<file path="src/rtl/dma_seq_pkg.sv">
package dma_seq_pkg;

  localparam int unsigned ST_WAKE   = 8;
  localparam int unsigned ST_ACTIVE = 10;
  localparam int unsigned ST_DEAD   = 11;
  localparam int unsigned ST_RUN    = 15;

  localparam logic [1:0] SEL_PTR  = 2'd0;
  localparam logic [1:0] SEL_STAT = 2'd1;
  localparam logic [1:0] SEL_CTRL = 2'd2;

  // Descriptor image; lowest field sits in the least significant bits of word 0.
  typedef struct packed {
    logic [15:0] xfer_stat;
    logic [15:0] res_count;
    logic [31:0] arg;
    logic [31:0] addr;
    logic [7:0]  key;
    logic [7:0]  bits;
    logic [15:0] req_count;
  } desc_t;

  typedef enum logic [1:0] {
    ACT_XFER   = 2'd0,
    ACT_STOP   = 2'd1,
    ACT_REJECT = 2'd2,
    ACT_DEAD   = 2'd3
  } act_e;

endpackage

</file>
<file path="src/rtl/dma_desc_fetch.sv">
module dma_desc_fetch #(
  parameter int ADDR_W = 32,
  parameter int DATA_W = 32,
  parameter int BEATS  = 4
) (
  input  logic                    clk,
  input  logic                    rst,
  input  logic                    start_i,
  input  logic [ADDR_W-1:0]       base_i,
  input  logic                    rd_valid_i,
  input  logic [DATA_W-1:0]       rd_data_i,
  output logic                    rd_req_o,
  output logic [ADDR_W-1:0]       rd_addr_o,
  output logic                    done_o,
  output logic [BEATS*DATA_W-1:0] desc_o
);
  localparam int BEAT_W = (BEATS > 1) ? $clog2(BEATS) : 1;
  localparam int WORD_B = DATA_W / 8;

  logic [BEAT_W-1:0] beat_q;
  logic [DATA_W-1:0] words_q [BEATS];

  always_ff @(posedge clk) begin
    if (rst) begin
      rd_req_o  <= 1'b0;
      rd_addr_o <= '0;
      beat_q    <= '0;
      done_o    <= 1'b0;
    end else begin
      done_o <= 1'b0;
      if (start_i) begin
        rd_req_o  <= 1'b1;
        rd_addr_o <= base_i;
        beat_q    <= '0;
      end else if (rd_req_o && rd_valid_i) begin
        if (beat_q == BEAT_W'(BEATS - 1)) begin
          rd_req_o <= 1'b0;
          done_o   <= 1'b1;
        end else begin
          rd_addr_o <= rd_addr_o + ADDR_W'(WORD_B);
          beat_q    <= beat_q + 1'b1;
        end
      end
    end
  end

  // Data path without reset so it can map to plain registers.
  always_ff @(posedge clk) begin
    if (rd_req_o && rd_valid_i) words_q[beat_q] <= rd_data_i;
  end

  for (genvar g = 0; g < BEATS; g++) begin : g_pack
    assign desc_o[g*DATA_W +: DATA_W] = words_q[g];
  end

endmodule

</file>
<file path="src/rtl/dma_cmd_decode.sv">
module dma_cmd_decode
  import dma_seq_pkg::*;
(
  input  desc_t desc_i,
  output act_e  act_o,
  output logic  last_o
);
  logic [3:0] op;

  always_comb begin
    op     = desc_i.key[7:4];
    last_o = (op == 4'd1);
    if (op > 4'd7)       act_o = ACT_DEAD;
    else if (op == 4'd7) act_o = ACT_STOP;
    else if (op <= 4'd1) begin
      if ((desc_i.key[2:0] != 3'd0) || (desc_i.bits[5:0] != 6'd0)) act_o = ACT_REJECT;
      else                                                          act_o = ACT_XFER;
    end else act_o = ACT_REJECT;
  end

endmodule

</file>
<file path="src/rtl/dma_cmd_seq.sv">
module dma_cmd_seq
  import dma_seq_pkg::*;
#(
  parameter int ADDR_W     = 32,
  parameter int DATA_W     = 32,
  parameter int DESC_BYTES = 16,
  parameter int CNT_W      = 16
) (
  input  logic              clk,
  input  logic              rst,
  input  logic              reg_wr_en,
  input  logic [1:0]        reg_sel,
  input  logic [31:0]       reg_wr_data,
  output logic [ADDR_W-1:0] cmd_ptr,
  output logic [15:0]       status,
  output logic              mem_rd_req,
  output logic [ADDR_W-1:0] mem_rd_addr,
  input  logic              mem_rd_valid,
  input  logic [DATA_W-1:0] mem_rd_data,
  output logic              xfer_valid,
  output logic [ADDR_W-1:0] xfer_addr,
  output logic [CNT_W-1:0]  xfer_count,
  output logic              xfer_last,
  input  logic              xfer_ready,
  output logic              err
);
  localparam int BEATS = DESC_BYTES / (DATA_W / 8);

  typedef enum logic [1:0] {S_IDLE, S_FETCH, S_XFER} state_e;

  state_e                  state_q;
  logic                    run_q, active_q, dead_q, wake_q;
  logic                    go, acc, fetch_start, fetch_done;
  logic [ADDR_W-1:0]       ptr_next, fetch_base;
  logic [BEATS*DATA_W-1:0] desc_flat;
  desc_t                   desc;
  act_e                    act;
  logic                    last_cmd;

  always_comb begin
    go          = reg_wr_en && (reg_sel == SEL_CTRL) && reg_wr_data[ST_RUN]
                  && !run_q && (state_q == S_IDLE);
    acc         = xfer_valid && xfer_ready;
    ptr_next    = cmd_ptr + ADDR_W'(DESC_BYTES);
    fetch_start = go || acc;
    fetch_base  = go ? cmd_ptr : ptr_next;
  end

  dma_desc_fetch #(.ADDR_W(ADDR_W), .DATA_W(DATA_W), .BEATS(BEATS)) u_fetch (
    .clk       (clk),
    .rst       (rst),
    .start_i   (fetch_start),
    .base_i    (fetch_base),
    .rd_valid_i(mem_rd_valid),
    .rd_data_i (mem_rd_data),
    .rd_req_o  (mem_rd_req),
    .rd_addr_o (mem_rd_addr),
    .done_o    (fetch_done),
    .desc_o    (desc_flat)
  );

  assign desc = desc_t'(desc_flat);

  dma_cmd_decode u_dec (
    .desc_i(desc),
    .act_o (act),
    .last_o(last_cmd)
  );

  always_ff @(posedge clk) begin
    if (rst) begin
      state_q    <= S_IDLE;
      cmd_ptr    <= '0;
      run_q      <= 1'b0;
      active_q   <= 1'b0;
      dead_q     <= 1'b0;
      wake_q     <= 1'b0;
      err        <= 1'b0;
      xfer_valid <= 1'b0;
      xfer_addr  <= '0;
      xfer_count <= '0;
      xfer_last  <= 1'b0;
    end else begin
      if (reg_wr_en && (reg_sel == SEL_PTR) && !run_q && !active_q)
        cmd_ptr <= reg_wr_data[ADDR_W-1:0];
      unique case (state_q)
        S_IDLE: if (go) begin
          active_q <= 1'b1;
          dead_q   <= 1'b0;
          err      <= 1'b0;
          state_q  <= S_FETCH;
        end
        S_FETCH: if (fetch_done) begin
          wake_q <= 1'b0;
          unique case (act)
            ACT_XFER: begin
              xfer_valid <= 1'b1;
              xfer_addr  <= desc.addr[ADDR_W-1:0];
              xfer_count <= desc.req_count[CNT_W-1:0];
              xfer_last  <= last_cmd;
              state_q    <= S_XFER;
            end
            ACT_STOP: begin
              active_q <= 1'b0;
              state_q  <= S_IDLE;
            end
            ACT_REJECT: begin
              active_q <= 1'b0;
              err      <= 1'b1;
              state_q  <= S_IDLE;
            end
            ACT_DEAD: begin
              active_q <= 1'b0;
              dead_q   <= 1'b1;
              err      <= 1'b1;
              state_q  <= S_IDLE;
            end
          endcase
        end
        S_XFER: if (acc) begin
          xfer_valid <= 1'b0;
          cmd_ptr    <= ptr_next;
          state_q    <= S_FETCH;
        end
        default: state_q <= S_IDLE;
      endcase
      if (reg_wr_en && (reg_sel == SEL_CTRL)) begin
        run_q <= reg_wr_data[ST_RUN];
        if (reg_wr_data[ST_WAKE]) wake_q <= 1'b1;
      end
    end
  end

  always_comb begin
    status            = '0;
    status[ST_RUN]    = run_q;
    status[ST_DEAD]   = dead_q;
    status[ST_ACTIVE] = active_q;
    status[ST_WAKE]   = wake_q;
  end

endmodule

</file>
<file path="config.mk">
export PLATFORM = sky130hd
export DESIGN_NAME = dma_cmd_seq
export DESIGN_NICKNAME = d
export VERILOG_FILES = /design/src/rtl/dma_seq_pkg.sv /design/src/rtl/dma_desc_fetch.sv /design/src/rtl/dma_cmd_decode.sv /design/src/rtl/dma_cmd_seq.sv
export SDC_FILE = /design/constraint.sdc
export NUM_CORES = 1
export LEC_CHECK = 0
export BUFFER_PORTS_ARGS = -buffer_cell sky130_fd_sc_hd__buf_2
export CORE_ASPECT_RATIO = 2
export CORE_UTILIZATION = 56
export CTS_CLUSTER_SIZE = 16
export DETAILED_ROUTE_END_ITERATION = 16
export GPL_TIMING_DRIVEN = 0
export PLACE_DENSITY = 0.9
export SYNTH_ARGS = -nofsm -noshare
export SYNTH_HDL_FRONTEND = slang
export SYNTH_HIERARCHICAL = 1
export SYNTH_SLANG_ARGS = --single-unit
</file>
<file path="constraint.sdc">
create_clock -name clk -period 2.8 [get_ports clk]
set_input_delay 0.28 -clock clk [delete_from_list [all_inputs] [get_ports clk]]
set_output_delay 0.28 -clock clk [all_outputs]
set_load 0.05 [all_outputs]
</file>
## After elaboration in Yosys (flattened, before gate mapping)

Memory sizes are Yosys's and may differ from the RTL's. A register that Yosys moved wholly into a read port is not among the register bits.
Cells that the tools add are included.

| operators by class | value |
|---|---|
| muxes and demuxes | 41 |
| order comparisons | 2 |
| bitwise gates (word level) | 2 |
| reduce and logical (&&, ||, !) cells | 35 |
| equality and inequality tests | 17 |
| add/sub/neg operators | 3 |

Operator list:

| kind | count |
|---|---|
| 32-bit 2-to-1 mux | 7 |
| 32-bit by 3-bit adder with 32-bit output, second input constant | 1 |
| 32-bit by 5-bit adder with 32-bit output, second input constant | 1 |
| 1-bit 2-to-1 mux | 21 |
| 4-bit AND reduction | 4 |
| 2-bit 2-to-1 mux | 7 |
| 2-bit inequality test, second input constant | 7 |
| 2-bit equality test, second input constant | 5 |
| 1-bit logical AND | 9 |
| 1-bit case mux with 2 select lines | 4 |
| 2-bit nonzero test | 4 |
| 2-bit logical NOT | 3 |
| 2-bit case mux with 3 select lines | 1 |
| 2-bit AND reduction | 3 |
| 3-bit AND reduction | 2 |
| 6-bit nonzero test | 1 |
| 3-bit OR reduction | 2 |
| 2-bit by 1-bit equality test with 1-bit output, second input constant | 2 |
| 4-bit by 1-bit equality test with 1-bit output, second input constant | 1 |
| 4-bit by 3-bit equality test with 1-bit output, second input constant | 1 |
| 4-bit by 3-bit > comparator with 1-bit output, second input constant | 1 |
| 4-bit by 1-bit <= comparator with 1-bit output, second input constant | 1 |
| 2-bit case mux with 2 select lines | 1 |
| 2-bit OR reduction | 2 |
| other kinds (6) | 9 |

| storage, ports and cells | value |
|---|---|
| RAM bits | 128 |
| word-level logic and storage cells | 115 |
| memories | 1 |
| output and inout port bits | 132 |
| input port bits | 71 |
| flip-flop bits (word level) | 93 |

Memories:

| memory | depth | bits a word | rd ports | clocked after Yosys merged registers in | wr ports | RTL line | source |
|---|---|---|---|---|---|---|---|
| u_fetch.words_q | 4 | 32 | 2 | 1 | 1 | dma_desc_fetch.sv:21 | `logic [DATA_W-1:0] words_q [BEATS];` |

## Logic depth before layout (Yosys ltp)

Gate-level depths: netlist (run 1).
An unclocked memory read counts as a cell.

| logic depth | value |
|---|---|
| word-level depth | 12 |
| gate-level depth with buffers | 11 |
| gate-level depth less buffers | 9 |

## Cells and area by module

The synthesis (run 1) kept the hierarchy.

Modules (own cells, without submodules):

| module | times used | area an instance (um^2) | sequential area each (um^2) | cells an instance |
|---|---|---|---|---|
| dma_desc_fetch | 1 | 5,896.9 | 4,564.4 | 384 |
| dma_cmd_seq | 1 | 4,545.6 | 1,781.7 | 597 |
| dma_cmd_decode | 1 | 65.1 | 0.0 | 8 |

## Worst setup path before layout (run 1)

Ideal clock, no wire load.

| timing | value |
|---|---|
| path type | reg-to-reg |
| start point | register cmd_ptr[4] |
| end point | register u_fetch.rd_addr_o[28] |
| path buffers | 1 |
| library setup time | 86 ps |
| path slack | 154 ps |
| clock period less this slack | 2,646 ps |
| cell stages (with the launch flop) | 11 |
| required time | 2,714 ps |
| arrival time | 2,561 ps |
| path through | dfxtp_1 ha_1 nand4_1 nor4_4 and2_4 buf_6 nand4_2 xnor2_1 inv_1 a221o_1 a211oi_1 |

| between the ends | value |
|---|---|
| cells in the longest elaborated chain, start to end | 3 |

Ends and longest elaborated chain:

| element | RTL line | source |
|---|---|---|
| start, declared | dma_cmd_seq.sv:14 | `output logic [ADDR_W-1:0] cmd_ptr,` |
| start signal, assigned | dma_cmd_seq.sv:85 | `cmd_ptr <= reg_wr_data[ADDR_W-1:0];` |
| start signal, assigned | dma_cmd_seq.sv:122 | `cmd_ptr <= ptr_next;` |
| 32-bit by 5-bit adder with 32-bit output | dma_cmd_seq.sv:44 | `ptr_next = cmd_ptr + ADDR_W'(DESC_BYTES);` |
| 32-bit 2-to-1 mux | dma_cmd_seq.sv:46 | `fetch_base = go ? cmd_ptr : ptr_next;` |
| net fetch_base[28] | dma_cmd_seq.sv:34 | `logic [ADDR_W-1:0] ptr_next, fetch_base;` |
| 32-bit 2-to-1 mux | dma_desc_fetch.sv:31 | `if (start_i) begin` |
| end signal, assigned | dma_desc_fetch.sv:33 | `rd_addr_o <= base_i;` |
| end signal, assigned | dma_desc_fetch.sv:40 | `rd_addr_o <= rd_addr_o + ADDR_W'(WORD_B);` |
| end, declared | dma_desc_fetch.sv:13 | `output logic [ADDR_W-1:0] rd_addr_o,` |

The timed path passes the listed nets, and every way through them passes these cells.
A chain may end at the register's enable or synchronous reset.

## Worst setup path after layout (run 1)

| timing | value |
|---|---|
| start point | register u_fetch.beat_q[0] |
| end point | register u_fetch.rd_addr_o[25] |

| between the ends | value |
|---|---|
| cells in the longest elaborated chain, start to end | 3 |

Ends and longest elaborated chain:

| element | RTL line | source |
|---|---|---|
| start, declared | dma_desc_fetch.sv:20 | `logic [BEAT_W-1:0] beat_q;` |
| start signal, assigned | dma_desc_fetch.sv:41 | `beat_q <= beat_q + 1'b1;` |
| 2-bit equality test | dma_desc_fetch.sv:36 | `if (beat_q == BEAT_W'(BEATS - 1)) begin` |
| 2-bit inequality test (no line) | n/a |  |
| 2-bit AND reduction (no line) | n/a |  |

Every way passes these cells.

==> results of run 1 <==
==> layer usage <==
layer / GRT usage (%) / share of wire, % / vias to the layer above
li1: - / - / 3695
met3: 8.415 / 7.8 / 146
met4: 26.06 / 7.7 / 0
met1: 32.01 / 31 / 3686
met2: 59.55 / 53 / 496
met5: 0 / 0 / -
==> through the flow <==
stage          hold WS (ps)  cells  TNS, ps  util, %
2_1_floorplan         378.9    931        0        -
3_3_place_gp          440.2   1314    -5207    65.48
3_5_place_dp          443.1   1314    -6357    65.48
4_1_cts              0.7072   1345        0    69.60
5_1_grt               2.544   1348   -71.13    69.84
6_report              13.66   1348        0    69.84
==> power breakdown <==
part           total (uW)  switching [uW]  leakage [uW]  internal, uW
sequential           2870            51.7       0.00156          2820
combinational         464             325       0.00224           139
clock                2420            1180      0.000291          1250
total                5760            1550       0.00409          4200
==> worst paths after layout <==
kind,from,to,slack (ps),cells after the start
worst max-delay path,u_fetch/beat_q[0]$_SDFFE_PP0P_,u_fetch/rd_addr_o[25]$_SDFFE_PP0P_,20,5
worst max register to register,u_fetch/beat_q[0]$_SDFFE_PP0P_,u_fetch/rd_addr_o[25]$_SDFFE_PP0P_,20,5
worst min register to register,xfer_addr[5]$_SDFFE_PP0P_,xfer_addr[5]$_SDFFE_PP0P_,450,2
worst min-delay path,mem_rd_data[23],u_fetch/words_q[1][23]$_DFFE_PP_,10,1
==> sequential cells by signal, summed over array words and instances (netlist names), 2 cells and up <==
register and count:
u_fetch/words_q 61, cmd_ptr 32, u_fetch/rd_addr_o 32, xfer_addr 32
xfer_count 16, state_q 2, u_fetch/beat_q 2
==> area by class of cell <==
class | instances | share of cell area [%]
buffer | 82 | 4.195
clock buffer | 18 | 4.352
multi-input combinational | 647 | 35.87
sequential | 186 | 41.89
timing repair buffer | 191 | 9.309
tap | 195 | 2.357
clock inverter | 14 | 1.487
inverter | 15 | 0.5440
==> timing repair <==
item / CTS / global route
resized for setup: 3 / 7
pin swaps: 0 / 1
endpoints found under the setup margin: 20 / 29
setup buffers: 0 / 3
hold buffers: 0 / 0
==> placed cells by master, fill, tap and decap left out, drive strengths merged, types with 10 or more instances in the layout <==
cell type / count
dfxtp: 125
a21oi: 77
buf: 240
nor2: 68
inv: 22
nand3: 26
nor4: 17
xnor2: 27
nor3: 18
edfxtp: 61
nand2: 181
o21ai: 24
a311oi: 14
a211oi: 19
xor2: 19
conb: 12
and3: 15
nand4: 25
or4: 10
clkbuf: 51
==> results.yml, run 1 <==
worst_setup_path:
  crit_type: "flop to flop"
  cp.required_ps: 3080
  slowest_delay_ps: 900
  crit_slowest_cell: "nor4_2"
  cp_max_fo: 8
  critPathLaunchType: "flop"
  cp_num_buf_inv: 0
  worst-endpoint-arrival_ps: 3060
  cp-end-kind: "flop"
  critPathTopFamily: "simple AND/OR/NAND/NOR gates"
  path_cells: "ha_1, nand4b_1, nor4_2, a41oi_1, a2111oi_0"
layout:
  areaGrowthSynthToFinish_pct: 22.10
  fill_cells: 1193
  drive_above_1_share_pct: 26.37
  stdcell_area_um2: 10350
  multi_input_area_um2: 3712
  num-nets-final: 1216
  diodes: 0
  regArea_um2: 4335
clock_network:
  clk_pin_slew_ps: 80
  cts_buffer_depth: 2
  cts_buffers: 17
  cts-root-buf: "clkbuf_16"
  clock_latency_ps: 440
  cts_tree: "yes"
  htreeDepth: 4
  cts_sinks: 186
routing:
  wirelength_um: 25740
  initialDrtViolationCount: 636
  ant_nets: 0
  wl_per_cell_um: 19.09
  drt_pass1_iterations: 8
  vias: 8023
  post-route-drc-count: 0
  viasPerCell: 5.952
power:
  pwr_density_cell_nw_per_um2: 556.4
  ir_drop_uv: 509.2
  p_leak_uw: 0.004093
  power.total_uw: 5759
placed_design:
  dpl.hpwl_um: 18730
  place_ws_ps: -295.5
  postPlaceCellArea_um2: 9704
  place_congestion: 0.9395
  port_buffers: 188
sta:
  setup_viol: 0
  max_freq_ghz: 0.3597
  worstMarginPinSlew_ps: 1262
  hold_viol_final: 0
  period_minus_slack_ps: 2780
  post-route-worst-setup-slack_ps: 20.04
  min_period_over_period_pct: 99.28
  relSlewSlack_pct: 14.95
  finalMaxSlewViolations: 0
  fin_skew_ps: 9.455
floorplan:
  die_x_um: 89.00
  num_rows: 63
  coreArea_um2: 14820
  dieArea_um2: 15660
  io_pins: 203
  start_util_pct: 57.20
  dieHeight_um: 176.0
global_routing:
  antenna_found_initial: 0
  grt_pass1_vias: 7663
  grt_pass1_wl_um: 38810
  grt_max_degree: 33
  grt_usage_pct: 33.69
  overflow: 0
run_status:
  status: "finished clean"
synthesis:
  avgSynthCellArea_um2: 9.214
  syn_inst: 920
  synth_area_um2: 8477
  synth_warnings: 6
min_path:
  hp-class: "primary input to flop"
flow_run:
  maxCapViolations: 0
No activity file was read; power rests on OpenSTA's default activity.
==> inputs of run 2 (changes only) <==
- CORE_UTILIZATION: 56 -> 61
- MAX_ROUTING_LAYER: unset -> met4
- PLACE_DENSITY: 0.9 -> 0.95
- SETUP_SLACK_MARGIN: unset -> 0.05
- clock period: 2.8 -> 3.6 ns (I/O delays scaled with it)
==> results.yml, run 2 (synthesized netlist as in run 1, its figures left out) <==
global_routing:
  grt_pass1_wl_um: 39400
  overflow: 0
  grt_max_degree: 33
  antenna_found_initial: 1
  grt_usage_pct: 36.94
  grt_pass1_vias: 7847
placed_design:
  placed_cells_incl_taps: 1274
  place_congestion: 0.9786
  postPlaceCellArea_um2: 9654
  dpl.hpwl_um: 18670
  port_buffers: 188
  place_ws_ps: 374.0
clock_network:
  cts_buffer_depth: 2
  clock_latency_ps: 440
  cts-root-buf: "clkbuf_16"
  cts_buffers: 17
  clk_pin_slew_ps: 90
  cts_sinks: 186
  post_cts.repair.setup_buffers: 0
  hold_buffers: 0
  htreeDepth: 4
  cts_tree: "yes"
  cts_resized: 0
power:
  p_int_uw: 3342
  ir_drop_uv: 450.5
  pwr-share-comb_pct: 7.7
  p_seq_share_pct: 48.3
  p_leak_uw: 0.004099
  clkPwrFrac_pct: 44.0
  power.switching_uw: 1284
  pwr_density_cell_nw_per_um2: 448.4
  swShare_pct: 27.76
  power.total_uw: 4626
worst_setup_path:
  cp_max_fo: 10
  critPathLaunchType: "flop"
  regToRegSetupSlack_ps: 610
  reg2reg_to: "u_fetch/rd_addr_o[5]$_SDFFE_PP0P_"
  r2r-start: "state_q[1]$_SDFFE_PP0P_"
  cp-end-kind: "flop"
  worst-endpoint-arrival_ps: 3290
  ff2ff_path_depth: 11
  cp.required_ps: 3900
  crit_type: "flop to flop"
sta:
  rsz0062_at_grt: "no"
  period_minus_slack_ps: 2989
  finalMaxSlewViolations: 0
  post-route-worst-setup-slack_ps: 610.8
  max_freq_ghz: 0.3345
  worstMarginPinSlew_ps: 1178
  setup_viol: 0
  relSlewSlack_pct: 20.57
  fin_setup_tns_ps: 0
  hold_viol_final: 0
  fin_skew_ps: 16.60
  min_period_over_period_pct: 83.03
flow_run:
  maxCapViolations: 0
layout:
  num-nets-final: 1215
  fill_cells: 947
  multi_input_area_um2: 3696
  largest-register: "u_fetch/words_q"
  fin_cells: 1308
  regArea_um2: 4334
  areaGrowthSynthToFinish_pct: 21.70
  largest_reg_flops: 61
  stdcell_area_um2: 10320
  final_cell_mix: "210 x buf_2, 181 x nand2_1, 125 x dfxtp_1"
  drive_above_1_share_pct: 25.52
  layout_commonest_cell: "buf_2"
min_path:
  holdPathEnd: "u_fetch/words_q[1][22]$_DFFE_PP_"
  worstHoldStart: "mem_rd_data[22]"
  hp-class: "primary input to flop"
  hold_depth: 1
routing:
  vias: 8053
  viasPerCell: 6.157
  wl_per_cell_um: 19.56
  ant_nets: 0
  drt_pass1_iterations: 6
  post-route-drc-count: 0
  wirelength_um: 25590
  initialDrtViolationCount: 670
floorplan:
  coreArea_um2: 13510
  io_pins: 203
  start_util_pct: 62.73
  die_x_um: 85.36
  dieArea_um2: 14400
  dieHeight_um: 168.7
  num_rows: 60
run_status:
  status: "finished clean"
run 2: per-stage QoR:
step	hold WS, ps	utilization [%]
global placement	439.4	71.44
detailed placement	443.8	71.44
floorplan	449.4	-
CTS	88.05	76.28
global route	87.50	76.34
finish	89.03	76.34
run 2: critical path, stage by stage (launching register included):
cell      delay [ps]
dfxtp_1          310
buf_2            160
or4_1            500
buf_2            180
buf_2            220
nand2_1          100
clkbuf_1         360
inv_1            100
clkbuf_1         290
clkbuf_1         300
nor2_1           270
a311oi_1          80
run 2: area by class of cell:
| class | count | area share [%] |
|---|---|---|
| antenna | 1 | 0.02426 |
| inverter | 15 | 0.5458 |
| buffer | 83 | 4.209 |
| sequential | 186 | 42.01 |
| multi-input combinational | 647 | 35.83 |
| tap | 155 | 1.880 |
| clock inverter | 15 | 2.207 |
| timing repair buffer | 189 | 9.169 |
| clock buffer | 17 | 4.124 |
run 2: power by group through the flow:
stage,Sequential [uW],Combinational (uW),Clock [uW]
global route,2240,377,2130
CTS,2230,352,2040
finish,2230,358,2040
global placement,2280,346,0
floorplan,2350,166,0
detailed placement,2280,351,0
run 2: worst max-delay path by stage:
stage                       startpoint                            endpoint  slack (ps)
6_report       state_q[1]$_SDFFE_PP0P_   u_fetch/rd_addr_o[5]$_SDFFE_PP0P_         610
5_1_grt        state_q[0]$_SDFFE_PP0P_  u_fetch/rd_addr_o[14]$_SDFFE_PP0P_         440
4_1_cts        state_q[1]$_SDFFE_PP0P_   u_fetch/rd_addr_o[5]$_SDFFE_PP0P_         690
3_5_place_dp                reg_sel[0]   u_fetch/rd_addr_o[5]$_SDFFE_PP0P_         370
3_3_place_gp                reg_sel[0]   u_fetch/rd_addr_o[5]$_SDFFE_PP0P_         420
2_1_floorplan    cmd_ptr[4]$_SDFF_PP0_  u_fetch/rd_addr_o[28]$_SDFFE_PP0P_         950
run 2: layer usage:
layer  vias up  global-route usage [%]  routed length (um)
met1      3771                   36.05                8449
li1       3703                       -                   -
met3       128                   6.387                1726
met2       451                   65.78               13770
met4         0                   24.78                1636
met5         -                       -                   0
==> inputs of run 3 (changes only) <==
- CORE_UTILIZATION: 61 -> 56
- PLACE_DENSITY: 0.95 -> 0.9
- clock period: 3.6 -> 2.8 ns (I/O delays scaled with it)
==> results.yml, run 3 (synthesized netlist as in run 1, its figures left out) <==
routing:
  wl_per_cell_um: 18.87
  wirelength_um: 25450
  initialDrtViolationCount: 538
  ant_nets: 0
  vias: 8013
  viasPerCell: 5.940
  drt_pass1_iterations: 6
  post-route-drc-count: 0
layout:
  largest_reg_flops: 61
  num-nets-final: 1217
  stdcell_area_um2: 10330
  utilization_pct: 69.73
  largest-register: "u_fetch/words_q"
  layout_commonest_cell: "buf_2"
  fill_cells: 1206
  areaGrowthSynthToFinish_pct: 21.90
  drive_above_1_share_pct: 26.43
  final_cell_mix: "209 x buf_2, 180 x nand2_1, 124 x dfxtp_1"
  diodes: 0
worst_setup_path:
  slowest_delay_ps: 620
  cp.required_ps: 3140
  crit_slowest_cell: "or4_4"
  cp_max_fo: 10
  cp-end-kind: "flop"
  path_cells: "ha_1, nand4b_2, or4_4, buf_2, or4_1, a311oi_1"
  critPathLaunchType: "flop"
  worst-endpoint-arrival_ps: 2970
  cp_num_buf_inv: 1
  crit_type: "flop to flop"
  critPathTopFamily: "simple AND/OR/NAND/NOR gates"
power:
  power.total_uw: 5743
  ir_drop_uv: 521.3
  pwr_density_cell_nw_per_um2: 555.8
  p_leak_uw: 0.004099
sta:
  max_freq_ghz: 0.3797
  period_minus_slack_ps: 2634
  relSlewSlack_pct: 16.52
  worstMarginPinSlew_ps: 1242
  post-route-worst-setup-slack_ps: 166.5
  min_period_over_period_pct: 94.05
  fin_hold_ws_ps: 11.83
  rsz0062_at_grt: "no"
  finalMaxSlewViolations: 0
  setup_viol: 0
  fin_skew_ps: 9.409
  hold_viol_final: 0
clock_network:
  cts_buffers: 17
  cts_tree: "yes"
  clock_latency_ps: 440
  htreeDepth: 4
  cts_sinks: 186
  hold_buffers: 0
  clk_pin_slew_ps: 70
  cts_buffer_depth: 2
  cts-root-buf: "clkbuf_16"
placed_design:
  dpl.hpwl_um: 18940
  place_congestion: 0.9436
  place_ws_ps: -304.8
  postPlaceCellArea_um2: 9704
  port_buffers: 188
run_status:
  status: "finished clean"
flow_run:
  maxCapViolations: 0
global_routing:
  grt_pass1_vias: 7670
  overflow: 0
  grt_max_degree: 33
  grt_usage_pct: 34.17
  antenna_found_initial: 0
  grt_pass1_wl_um: 38270
floorplan:
  dieArea_um2: 15660
  start_util_pct: 57.20
  dieHeight_um: 176.0
  coreArea_um2: 14820
  io_pins: 203
  num_rows: 63
  die_x_um: 89.00
min_path:
  hp-class: "primary input to flop"
run 3: metal layers:
layer / GRT usage (%) / vias to the layer above / part of all wire, %
li1: - / 3702 / -
met1: 31.67 / 3756 / 33
met2: 60.29 / 416 / 55
met3: 7.667 / 139 / 6.0
met4: 23.15 / 0 / 6.7
met5: - / - / 0
run 3: area by class of cell:
type | instances | area (um^2) | area share [%]
well taps | 195 | 244.0 | 2.361
plain buffers | 82 | 436.7 | 4.226
multi-input cells | 647 | 3709 | 35.89
clock buffers | 18 | 429.2 | 4.153
inverters | 15 | 56.30 | 0.5449
repair buffers | 192 | 970.9 | 9.396
flip-flops and latches | 186 | 4335 | 41.95
clock inverters | 14 | 152.6 | 1.477
run 3: path summary, 6_finish.rpt:
path	from	endpoint	slack, ps	cells after the start
worst max-delay path	u_fetch/beat_q[0]$_SDFFE_PP0P_	u_fetch/rd_addr_o[22]$_SDFFE_PP0P_	170	6
worst min-delay path	mem_rd_data[23]	u_fetch/words_q[1][23]$_DFFE_PP_	10	1
worst max register to register	u_fetch/beat_q[0]$_SDFFE_PP0P_	u_fetch/rd_addr_o[22]$_SDFFE_PP0P_	170	6
worst min register to register	xfer_addr[21]$_SDFFE_PP0P_	xfer_addr[21]$_SDFFE_PP0P_	450	2
run 3: where the power goes:
| part | leakage, uW | switching [uW] | internal [uW] |
|---|---|---|---|
| Sequential | 0.00156 | 51.5 | 2820 |
| Clock | 0.000287 | 1140 | 1270 |
| Combinational | 0.00225 | 323 | 140 |
| Total | 0.00410 | 1520 | 4230 |
run 3: through the flow:
stage	TNS (ps)	cells
2_1_floorplan	0	931
3_3_place_gp	-5321	1314
3_5_place_dp	-6173	1314
4_1_cts	0	1346
5_1_grt	0	1349
6_report	0	1349
run 3: what timing repair did:
item	CTS	global route
pin swaps	1	0
resized for setup	2	10
buffers inserted	1	3
endpoints found under the setup margin	27	29
